<file path="src/rtl/pdt_pkg.sv">
// Package pdt_pkg
// Shared constants and types for the prescaled down-counting timer.
// Assumes a 32-bit bus with word-aligned registers.
package pdt_pkg;
    localparam int CB_EN   = 7;
    localparam int CB_PER  = 6;
    localparam int CB_IE   = 5;
    localparam int CB_PS   = 2;
    localparam int CB_W32  = 1;
    localparam int CB_ONE  = 0;
    localparam logic [7:0] CTRL_RESET = 8'h20;

    typedef enum logic [1:0] {
        SEL_LOAD  = 2'd0,
        SEL_COUNT = 2'd1,
        SEL_CTRL  = 2'd2,
        SEL_CLEAR = 2'd3
    } reg_sel_e;

    typedef enum logic [1:0] {
        RUN_FREE     = 2'd0,
        RUN_PERIODIC = 2'd1,
        RUN_ONESHOT  = 2'd2
    } run_mode_e;
endpackage

</file>
<file path="src/rtl/pdt_prescale.sv">
// Module pdt_prescale
// Divides the clock into count ticks by 1, 2**SH_MID or 2**SH_HI.
// Assumes SH_MID < SH_HI. The divider sits at zero while disabled or on restart.
module pdt_prescale #(
    parameter int SH_MID = 4,
    parameter int SH_HI  = 8
) (
    input  logic       clk,
    input  logic       rst_n,
    input  logic       en,
    input  logic       restart,
    input  logic [1:0] ps,
    output logic       tick
);
    localparam int PRE_W = SH_HI;
    localparam logic [PRE_W-1:0] LIM_MID = PRE_W'((1 << SH_MID) - 1);
    localparam logic [PRE_W-1:0] LIM_HI  = PRE_W'((1 << SH_HI) - 1);

    logic [PRE_W-1:0] pre_q;
    logic [PRE_W-1:0] limit;

    // Pick the terminal divider count for the selected ratio (code 3 acts as code 2).
    always_comb begin
        case (ps)
            2'd0:    limit = '0;
            2'd1:    limit = LIM_MID;
            default: limit = LIM_HI;
        endcase
    end

    assign tick = en && (pre_q >= limit);

    // Advance the divider, returning to zero on tick, restart or disable.
    always_ff @(posedge clk) begin
        if (!rst_n)
            pre_q <= '0;
        else if (restart || !en || tick)
            pre_q <= '0;
        else
            pre_q <= pre_q + 1'b1;
    end
endmodule

</file>
<file path="src/rtl/pdt_counter.sv">
// Module pdt_counter
// The down counter with free-wrap, periodic-reload and one-shot behaviour at zero.
// Assumes CNT_W is even. In narrow mode only the low half counts.
module pdt_counter
    import pdt_pkg::*;
#(
    parameter int CNT_W = 32
) (
    input  logic             clk,
    input  logic             rst_n,
    input  logic             tick,
    input  logic             load_wr,
    input  logic [CNT_W-1:0] load_val,
    input  logic [CNT_W-1:0] reload_val,
    input  logic             wide,
    input  run_mode_e        mode,
    output logic [CNT_W-1:0] count_vis,
    output logic             zero_evt
);
    localparam int HALF_W = CNT_W / 2;
    localparam logic [CNT_W-1:0] LOW_MASK = {{(CNT_W-HALF_W){1'b0}}, {HALF_W{1'b1}}};

    logic [CNT_W-1:0] cnt_q;
    logic [CNT_W-1:0] cnt_nxt;
    logic [CNT_W-1:0] step;
    logic             at_zero;
    logic             holding;

    assign count_vis = wide ? cnt_q : (cnt_q & LOW_MASK);
    assign at_zero   = (count_vis == '0);
    assign holding   = at_zero && (mode == RUN_ONESHOT);

    // Compute the value one tick later for the current mode and width.
    always_comb begin
        if (!at_zero)
            step = count_vis - 1'b1;
        else if (mode == RUN_ONESHOT)
            step = count_vis;
        else if (mode == RUN_PERIODIC)
            step = reload_val;
        else
            step = '1;
        if (!wide)
            step = step & LOW_MASK;
    end

    // Choose between a bus load, a tick step and holding.
    always_comb begin
        if (load_wr)
            cnt_nxt = load_val;
        else if (tick)
            cnt_nxt = step;
        else
            cnt_nxt = cnt_q;
    end

    assign zero_evt = tick && !load_wr && !holding && (step == '0);

    // Counter register, all-ones out of reset.
    always_ff @(posedge clk) begin
        if (!rst_n)
            cnt_q <= '1;
        else
            cnt_q <= cnt_nxt;
    end
endmodule

</file>
<file path="src/rtl/pdt_regs.sv">
// Module pdt_regs
// Register bus decode, control fields, start value, raw flag and registered read data.
// Assumes word-aligned accesses. Other accesses are ignored.
module pdt_regs
    import pdt_pkg::*;
#(
    parameter int DATA_W = 32
) (
    input  logic              clk,
    input  logic              rst_n,
    input  logic              bus_sel,
    input  logic              bus_wr,
    input  logic [3:0]        bus_addr,
    input  logic [DATA_W-1:0] bus_wdata,
    output logic [DATA_W-1:0] bus_rdata,
    input  logic [DATA_W-1:0] count_vis,
    input  logic              zero_evt,
    output logic [DATA_W-1:0] load_q,
    output logic              load_wr,
    output logic              raw_q,
    output logic              c_en,
    output logic              c_per,
    output logic              c_ie,
    output logic [1:0]        c_ps,
    output logic              c_w32,
    output logic              c_one
);
    reg_sel_e   sel;
    logic       hit;
    logic       wr_acc;
    logic       rd_acc;
    logic       ctrl_wr;
    logic       clr_wr;
    logic [7:0] ctrl_vis;

    assign sel     = reg_sel_e'(bus_addr[3:2]);
    assign hit     = bus_sel && (bus_addr[1:0] == 2'b00);
    assign wr_acc  = hit && bus_wr;
    assign rd_acc  = hit && !bus_wr;
    assign load_wr = wr_acc && (sel == SEL_LOAD);
    assign ctrl_wr = wr_acc && (sel == SEL_CTRL);
    assign clr_wr  = wr_acc && (sel == SEL_CLEAR);
    assign ctrl_vis = {c_en, c_per, c_ie, 1'b0, c_ps, c_w32, c_one};

    // Control fields: updated by a control write, reset to CTRL_RESET.
    always_ff @(posedge clk) begin
        if (!rst_n) begin
            c_en  <= CTRL_RESET[CB_EN];
            c_per <= CTRL_RESET[CB_PER];
            c_ie  <= CTRL_RESET[CB_IE];
            c_ps  <= CTRL_RESET[CB_PS+1:CB_PS];
            c_w32 <= CTRL_RESET[CB_W32];
            c_one <= CTRL_RESET[CB_ONE];
        end else if (ctrl_wr) begin
            c_en  <= bus_wdata[CB_EN];
            c_per <= bus_wdata[CB_PER];
            c_ie  <= bus_wdata[CB_IE];
            c_ps  <= bus_wdata[CB_PS+1:CB_PS];
            c_w32 <= bus_wdata[CB_W32];
            c_one <= bus_wdata[CB_ONE];
        end
    end

    // Start-value register.
    always_ff @(posedge clk) begin
        if (!rst_n)
            load_q <= '0;
        else if (load_wr)
            load_q <= bus_wdata;
    end

    // Raw flag: a zero event sets it and wins over a same-cycle clear.
    always_ff @(posedge clk) begin
        if (!rst_n)
            raw_q <= 1'b0;
        else if (zero_evt)
            raw_q <= 1'b1;
        else if (clr_wr)
            raw_q <= 1'b0;
    end

    // Registered read data, zero when no read is made.
    always_ff @(posedge clk) begin
        if (!rst_n)
            bus_rdata <= '0;
        else if (rd_acc) begin
            case (sel)
                SEL_LOAD:  bus_rdata <= load_q;
                SEL_COUNT: bus_rdata <= count_vis;
                SEL_CTRL:  bus_rdata <= DATA_W'(ctrl_vis);
                default:   bus_rdata <= DATA_W'(raw_q);
            endcase
        end else
            bus_rdata <= '0;
    end
endmodule

</file>
<file path="src/rtl/pdt_timer.sv">
// Module pdt_timer
// Top of the prescaled down-counting timer: register bank, prescaler and counter.
// Assumes a single clock domain. The interrupt is level, raw flag gated by enable.
module pdt_timer
    import pdt_pkg::*;
#(
    parameter int DATA_W = 32,
    parameter int SH_MID = 4,
    parameter int SH_HI  = 8
) (
    input  logic              clk,
    input  logic              rst_n,
    input  logic              bus_sel,
    input  logic              bus_wr,
    input  logic [3:0]        bus_addr,
    input  logic [DATA_W-1:0] bus_wdata,
    output logic [DATA_W-1:0] bus_rdata,
    output logic              irq_o
);
    localparam int CNT_W = DATA_W;

    logic [CNT_W-1:0] count_vis;
    logic [CNT_W-1:0] load_q;
    logic             load_wr;
    logic             zero_evt;
    logic             raw_q;
    logic             tick;
    logic             c_en, c_per, c_ie, c_w32, c_one;
    logic [1:0]       c_ps;
    run_mode_e        mode;

    // Mode decode: one-shot overrides periodic.
    always_comb begin
        if (c_one)
            mode = RUN_ONESHOT;
        else if (c_per)
            mode = RUN_PERIODIC;
        else
            mode = RUN_FREE;
    end

    assign irq_o = raw_q && c_ie;

    pdt_regs #(.DATA_W(DATA_W)) u_regs (
        .clk(clk), .rst_n(rst_n),
        .bus_sel(bus_sel), .bus_wr(bus_wr), .bus_addr(bus_addr),
        .bus_wdata(bus_wdata), .bus_rdata(bus_rdata),
        .count_vis(count_vis), .zero_evt(zero_evt),
        .load_q(load_q), .load_wr(load_wr), .raw_q(raw_q),
        .c_en(c_en), .c_per(c_per), .c_ie(c_ie), .c_ps(c_ps),
        .c_w32(c_w32), .c_one(c_one)
    );

    pdt_prescale #(.SH_MID(SH_MID), .SH_HI(SH_HI)) u_pre (
        .clk(clk), .rst_n(rst_n), .en(c_en), .restart(load_wr),
        .ps(c_ps), .tick(tick)
    );

    pdt_counter #(.CNT_W(CNT_W)) u_cnt (
        .clk(clk), .rst_n(rst_n), .tick(tick), .load_wr(load_wr),
        .load_val(bus_wdata), .reload_val(load_q), .wide(c_w32),
        .mode(mode), .count_vis(count_vis), .zero_evt(zero_evt)
    );
endmodule

</file>
<file path="config.mk">
export PLATFORM = sky130hd
export DESIGN_NAME = pdt_timer
export DESIGN_NICKNAME = d
export VERILOG_FILES = /design/src/rtl/pdt_pkg.sv /design/src/rtl/pdt_prescale.sv /design/src/rtl/pdt_counter.sv /design/src/rtl/pdt_regs.sv /design/src/rtl/pdt_timer.sv
export SDC_FILE = /design/constraint.sdc
export NUM_CORES = 1
export LEC_CHECK = 0
export BUFFER_PORTS_ARGS = -buffer_cell sky130_fd_sc_hd__buf_2
export CORE_MARGIN = 4
export CORE_UTILIZATION = 45
export CTS_CLUSTER_DIAMETER = 200
export DETAILED_ROUTE_END_ITERATION = 12
export GPL_TIMING_DRIVEN = 0
export PLACE_DENSITY_LB_ADDON = 0.2
export SLEW_MARGIN = 20
export SYNTH_ARGS = -nofsm -noshare
export SYNTH_HDL_FRONTEND = slang
export SYNTH_SLANG_ARGS = --single-unit
</file>
<file path="constraint.sdc">
create_clock -name clk -period 3.5 [get_ports clk]
set_clock_uncertainty 0.2 [all_clocks]
set_input_delay 0.175 -clock clk [delete_from_list [all_inputs] [get_ports clk]]
set_output_delay 0.175 -clock clk [all_outputs]
set_load 0.005 [all_outputs]
</file>
==> results by group, run 1 <==
Status
  – Status: finished with violations
  – Failing checks: negative setup slack

Detailed routing
  – DR WL/cell: 22.30 µm
  – Vias per cell: 6.147
  – Routed WL: around 24000 µm
  – # DRC: 0
  – 1st-iter DRT viols: 748
  – Drt first pass iters: 5
  – Final ANT Viol Nets: 0
  – Vias: 6620

Setup path
  – Crit end category: flop
  – Reg-to-reg endpoint: u_regs.raw_q
  – Reg-to-Reg Start: u_cnt.cnt_q[16]
  – Worst setup path start: u_cnt.cnt_q[16]
  – Arrival time of the worst setup path: 3.60 ns
  – Worst Path Max Fanout: 10
  – Crit path to: u_regs.raw_q
  – Critical path type: flop to flop
  – WP data required: between 3 and 4 ns
  – Worst reg2reg path depth: 10
  – Reg2Reg Setup Slack: -0.02 ns
  – Critical Path Start Type: flop

Yosys
  – Synthesized area: 6088 µm²
  – Sequential-to-total area share from yosys stat: 36.83%
  – Synth area leader: dfxtp_1
  – Synth Flop Type: dfxtp_1
  – Top-count cell post-synth: dfxtp_1
  – Commonest cells post-synth: dfxtp_1 (112), nand2_1 (98), a21oi_1 (82)
  – Mapped Cells: approximately 780
  – Synth unique cells: 65
  – Post-synth top area share: 36.83%
  – Top area cells in the synthesized netlist: dfxtp_1 (37%), a21oi_1 (6.7%), nand2_1 (6.0%)
  – Post-synth EDFFs: 0
  – Syn Area/Cell: 7.856 µm²
  – Yosys warnings: 0
  – Post-Syn Nets: 826
  – Async SR Flop Fraction: 0%
  – Synth Register Bits: around 110

STA
  – TNS Setup: -0.01809 ns
  – Min Hold Slack: 0.04128 ns
  – RSZ-0062 raised after global routing: yes
  – Tcrit/Tclk final: 100.5%
  – Fin. Hold Viols: 0
  – Slew HR: 42.80%
  – Min Tclk post-route: 3.518 ns
  – Fmax: 0.2842 GHz
  – Max-slew violations: 0
  – Worst-Margin Slew: 0.8580 ns
  – Post-route setup slack: -0.01809 ns
  – Final setup viols: 1

Clock tree
  – Worst-path clk slew: 0.07 ns
  – Worst-Skew Late Latency: around 0.36 ns
  – CTS tree: yes
  – H-tree depth: 3
  – Num Clock Sinks: 112
  – CTS max path bufs: 2
  – TritonCTS Buffers: 9
  – CTS Root Cell: clkbuf_16

Pwr
  – Clock power frac: roughly 44%
  – Logic pwr share: about 7%
  – Pleak: 2.839 nW
  – Max IR drop VDD: about 370 µV
  – Net Sw Frac: 22.38%
  – Sw Pwr: 0.5919 mW
  – Int Power: 2.053 mW
  – Sequential share of power: 49.0%
  – Power per cell area: roughly 350 nW/µm²

Placed design
  – Cells after DPL: roughly 1000
  – Buffers on Ports: 70
  – GP Congestion: 0.9720
  – HPWL after detailed placement: 16960 µm

Die
  – I/O Pins: 73
  – Starting Density: 45.98%
  – Chip Height: 124.3 µm
  – Chip Width: roughly 120 µm
  – Core area: 13240 µm²
  – Row count: 42
  – Die area: 15450 µm²

Hold path
  – Min-Delay Path Class: input port to flop
  – Worst hold start: bus_addr[1]

Flow run
  – MaxCap Viol Count: 0

Finish
  – Area Growth Syn to Fin: 24.15%
  – Final net count: about 950
  – Diode count: 0
  – FILL cells: around 1300
  – Share of layout cells above drive strength 1: 15.54%
  – Final Non-Filler Cells: 1077
  – Utilization after layout: a little under three fifths

Global routing
  – Initial antenna violation count: 0
  – Remaining global-route overflow: 0
  – Largest net degree at the start of global routing: 17
  – Vias in the first global route: 6408
  – GRT Util Overall: 30.35%
  – First-pass GRT wire length: approximately 37000 µm
[registers in the layout, indices dropped and copies added (netlist names)]
| name | count |
|---|---|
| u_regs.bus_rdata | 32 |
| u_regs.load_q | 32 |
| u_regs.c_w32 | 1 |
| u_regs.c_one | 1 |
| u_cnt.cnt_q | 32 |
| u_regs.raw_q | 1 |
| u_regs.c_per | 1 |
| u_regs.c_en | 1 |
| u_regs.c_ie | 1 |
| u_pre.pre_q | 8 |
| u_regs.c_ps | 2 |
[through the flow]
stage | cell area, µm² | worst slack (ns) | total power [mW]
after floorplan | 6088 | 0.3909 | 1.401
after global placement | 6659 | -0.6785 | 1.466
after detailed placement | 6678 | -0.6578 | 1.468
after CTS | 7498 | 0.006347 | 2.645
after global routing | 7559 | -0.01070 | 2.714
final | 7559 | -0.01809 | 2.645
[logic make-up (layout without fill, tap and decap cells)]
family | after synthesis | in the layout | share of synthesized area, %
AOI/OAI and AO/OA | 224 | 224 | 24.17
xor gates and xnor gates | 10 | 10 | 1.438
adders and majority gates | 11 | 11 | 2.261
buffers and inverters | 83 | 209 | 5.692
DFF | 112 | 112 | 36.83
muxes | 29 | 29 | 4.973
and+or+nand+nor | 306 | 306 | 24.64
[layout make-up]
class                      instances  area, µm²  area share [%]
multi-input combinational        580       3649           48.27
sequential                       112       2242           29.66
timing repair buffer             113      755.7           9.998
buffer                            67      311.5           4.122
clock buffer                      10      229.0           3.029
tap                              176      220.2           2.913
clock inverter                     4      95.09           1.258
inverter                          15      56.30          0.7449
[worst min path at each step]
stage                                  to  cells past startpoint
after floorplan               u_regs.c_ie                      2
after global placement        u_regs.c_ie                      3
after detailed placement  u_cnt.cnt_q[10]                      3
after CTS                  u_cnt.cnt_q[2]                      2
after global routing         u_regs.raw_q                      5
final                        u_regs.raw_q                      5
[repair_timing]
item / in CTS / in global routing
resized for setup: 20 / 18
setup buffers: 7 / 2
endpoints found under the hold margin: 72 / 0
endpoints found under the setup margin: 29 / 23
pin swaps: 3 / 2
hold buffers: 33 / 0
[placed cells by master, fill, tap and decap left out, drive strengths merged, types with 3 or more instances in the layout]
master,instances
a211oi,7
a21o,5
a21oi,82
a31oi,4
and2,7
and3,6
and4,3
buf,96
bufinv,3
clkbuf,61
dfxtp,112
dlygate4sd3,33
ha,11
inv,14
mux2i,28
nand2,98
nand2b,20
nand3,36
nand4,15
nor2,72
nor2b,5
nor3,9
nor3b,3
nor4,10
o2111ai,4
o211a,4
o211ai,26
o21ai,42
o311ai,5
o31ai,9
o41ai,10
or2,4
or3,8
or4,8
xnor2,4
xor2,6
[routing by layer]
| metal | up-vias | wire length [µm] | share of wire, % | global-route usage (%) |
|---|---|---|---|---|
| li1 | 3054 | - | - | - |
| met1 | 3163 | 10510 | 44 | 41.92 |
| met2 | 345 | 10570 | 44 | 46.69 |
| met3 | 58 | 2157 | 9.0 | 6.389 |
| met4 | 0 | 771 | 3.2 | 11.35 |
| met5 | - | 0 | 0 | 0 |
[power by group through the flow]
stage          logic (mW)  clock network (mW)  registers (mW)
3_5_place_dp        0.144                   0            1.32
3_3_place_gp        0.143                   0            1.32
2_1_floorplan      0.0803                   0            1.32
4_1_cts             0.174                1.18            1.29
6_report            0.179                1.17            1.30
5_1_grt             0.193                1.22            1.30
[critical path, cell delays in order, from the launching register on]
cell	delay, ns
dfxtp_1	0.41
or4_4	0.57
buf_6	0.16
o41ai_4	0.30
nand3_4	0.14
clkbuf_4	0.25
a221oi_4	0.35
o2111ai_2	0.21
nor4b_2	0.38
nand4_1	0.25
o31ai_2	0.22
Power figures use the tool's default switching activity.
==> run 2, diff against run 1 <==
- CORE_ASPECT_RATIO: not set -> 0.7
==> run 2 against run 1 <==
Net effect: the run still ends with negative setup slack left; critical endpoint unchanged; cell count grew 0.84%; clock power shrank 11%; count of clock-buffer cells in the layout grew 1; final area grew 0.15%.
==> results by group, run 2 (synthesis results as in run 1) <==
Status
  – Status: finished with violations
  – Failing checks: negative setup slack

Pwr
  – Pleak: approximately 2.8 nW
  – Power per cell area: 332.3 nW/µm²
  – Total power: 2.515 mW
  – Max IR drop VDD: between 200 and 250 µV

Finish
  – Area Growth Syn to Fin: 24.33%
  – Top Registers: u_cnt.cnt_q x32, u_regs.bus_rdata x32, u_regs.load_q x32
  – Fin area: 7570 µm²
  – Diode count: 0
  – Most common cell after layout, fill and taps aside: dfxtp_1
  – Final net count: approximately 950
  – Share of layout cells above drive strength 1: 16.65%
  – Commonest non-fill, non-tap cells in the layout: dfxtp_1 (109), nand2_1 (97), a21oi_1 (80)

Die
  – Chip Width: 147.0 µm
  – Starting Density: 46.19%
  – Core area: 13180 µm²
  – Chip Height: 105.3 µm
  – Die area: ~15000 µm²
  – I/O Pins: between 70 and 80
  – Row count: 35

Clock tree
  – Worst-Skew Late Latency: 0.35 ns
  – CTS max path bufs: 2
  – Worst-path clk slew: approximately 0.08 ns
  – TritonCTS Buffers: 9
  – CTS Root Cell: clkbuf_16
  – Num Clock Sinks: 112
  – H-tree depth: 3
  – CTS tree: yes

Detailed routing
  – Vias per cell: 6.146
  – 1st-iter DRT viols: 804
  – Drt first pass iters: 6
  – Final ANT Viol Nets: 0
  – DR WL/cell: roughly 23 µm
  – # DRC: 0
  – Routed WL: 24640 µm
  – Vias: 6675

Setup path
  – Critical Path Start Type: flop
  – Reg2Reg Setup Slack: -0.07 ns
  – Crit end category: flop
  – Kind of cell adding the most delay to the critical path: simple AND/OR/NAND/NOR gates
  – Arrival time of the worst setup path: 3.63 ns
  – Critical path type: flop to flop
  – Crit-path most repeated cell: or4_4
  – WP data required: ~3.6 ns
  – Slowest stage delay, CP: 0.66 ns
  – CP bufs+invs: 1
  – Crit-path slowest cell: or4_4
  – Reg-to-reg endpoint: u_regs.raw_q
  – Worst Path Max Fanout: 8
  – Worst reg2reg path depth: 7
  – Reg-to-Reg Start: u_cnt.cnt_q[17]
  – Crit path cell chain: or4_4 -> buf_12 -> o41a_4 -> or4_4 -> o221ai_1 -> nand4_1 -> o31ai_4

STA
  – Slew HR: ~37%
  – Fin. Hold Viols: 0
  – Max-slew violations: 0
  – Fmax: 0.2798 GHz
  – RSZ-0062 raised after global routing: yes
  – Worst-Margin Slew: 0.9469 ns
  – Min Hold Slack: 0.03985 ns
  – Post-route setup slack: -0.07439 ns
  – Tcrit/Tclk final: 102.1%
  – Final setup viols: 1
  – Min Tclk post-route: 3.574 ns

Global routing
  – First-pass GRT wire length: 37310 µm
  – Vias in the first global route: 6165
  – Initial antenna violation count: 0
  – GRT Util Overall: a little under a third
  – Remaining global-route overflow: 0
  – Largest net degree at the start of global routing: 19

Flow run
  – MaxCap Viol Count: 0

Placed design
  – HPWL after detailed placement: 17740 µm
  – Buffers on Ports: 70
  – Area post-placement: 6694 µm²
  – GP Congestion: 1.025

Hold path
  – Min-Delay Path Class: input port to flop
  – Worst hold path endpoint: u_cnt.cnt_q[2]
  – Worst hold start: rst_n
  – Number of stages on the worst hold path: 2
==> run 2: worst max path at each step <==
stage / start / endpoint / slack (ns) / depth (start not counted)
after CTS: u_cnt.cnt_q[18] / u_regs.raw_q / -0.06 / 10
after floorplan: u_cnt.cnt_q[17] / u_regs.raw_q / 0.39 / 10
after global placement: u_cnt.cnt_q[21] / u_regs.raw_q / -0.91 / 10
after detailed placement: u_cnt.cnt_q[21] / u_regs.raw_q / -0.84 / 10
after global routing: u_cnt.cnt_q[17] / u_regs.raw_q / -0.08 / 12
final: u_cnt.cnt_q[17] / u_regs.raw_q / -0.07 / 7
==> run 2: report_power, final <==
group	leakage, nW	total [mW]	switching, mW	internal (mW)
logic	1.77	0.181	0.104	0.0768
clock network	0.144	1.04	0.508	0.530
registers	0.903	1.30	0.0130	1.28
==> run 2: layout make-up <==
type / instances / area [µm²]
inverters: 15 / 56.30
multi-input cells: 580 / 3671
fillers: 1255 / 5612
clock buffers: 11 / 252.7
plain buffers: 63 / 296.5
repair buffers: 116 / 775.7
clock inverters: 4 / 37.54
flip-flops and latches: 112 / 2248
well taps: 185 / 231.5
==> run 2: layer usage <==
layer / GRT usage, % / vias to the layer above / wire (µm)
met3: 9.798 / 50 / 3101
li1: - / 3046 / -
met2: 42.69 / 424 / 9615
met4: 8.178 / 0 / 550
met5: 0 / - / 0
met1: 47.09 / 3155 / 11370
==> run 2: timing repair <==
item                                    in CTS  in global routing
gates resized for setup                     28                 19
endpoints found under the setup margin      32                  6
endpoints found under the hold margin       71                  0
hold buffers                                32                  0
pin swaps                                    6                 12
setup buffers                                6                  7
==> run 2: per-stage QoR <==
step	setup slack, ns	util (%)	setup TNS (ns)	instances
floorplan	0.3909	-	0	775
global placement	-0.9064	50.60	-10.19	1030
detailed placement	-0.8449	50.78	-9.662	1031
CTS	-0.06032	56.85	-0.06032	1083
global route	-0.07601	57.43	-0.07601	1086
finish	-0.07439	57.43	-0.07439	1086
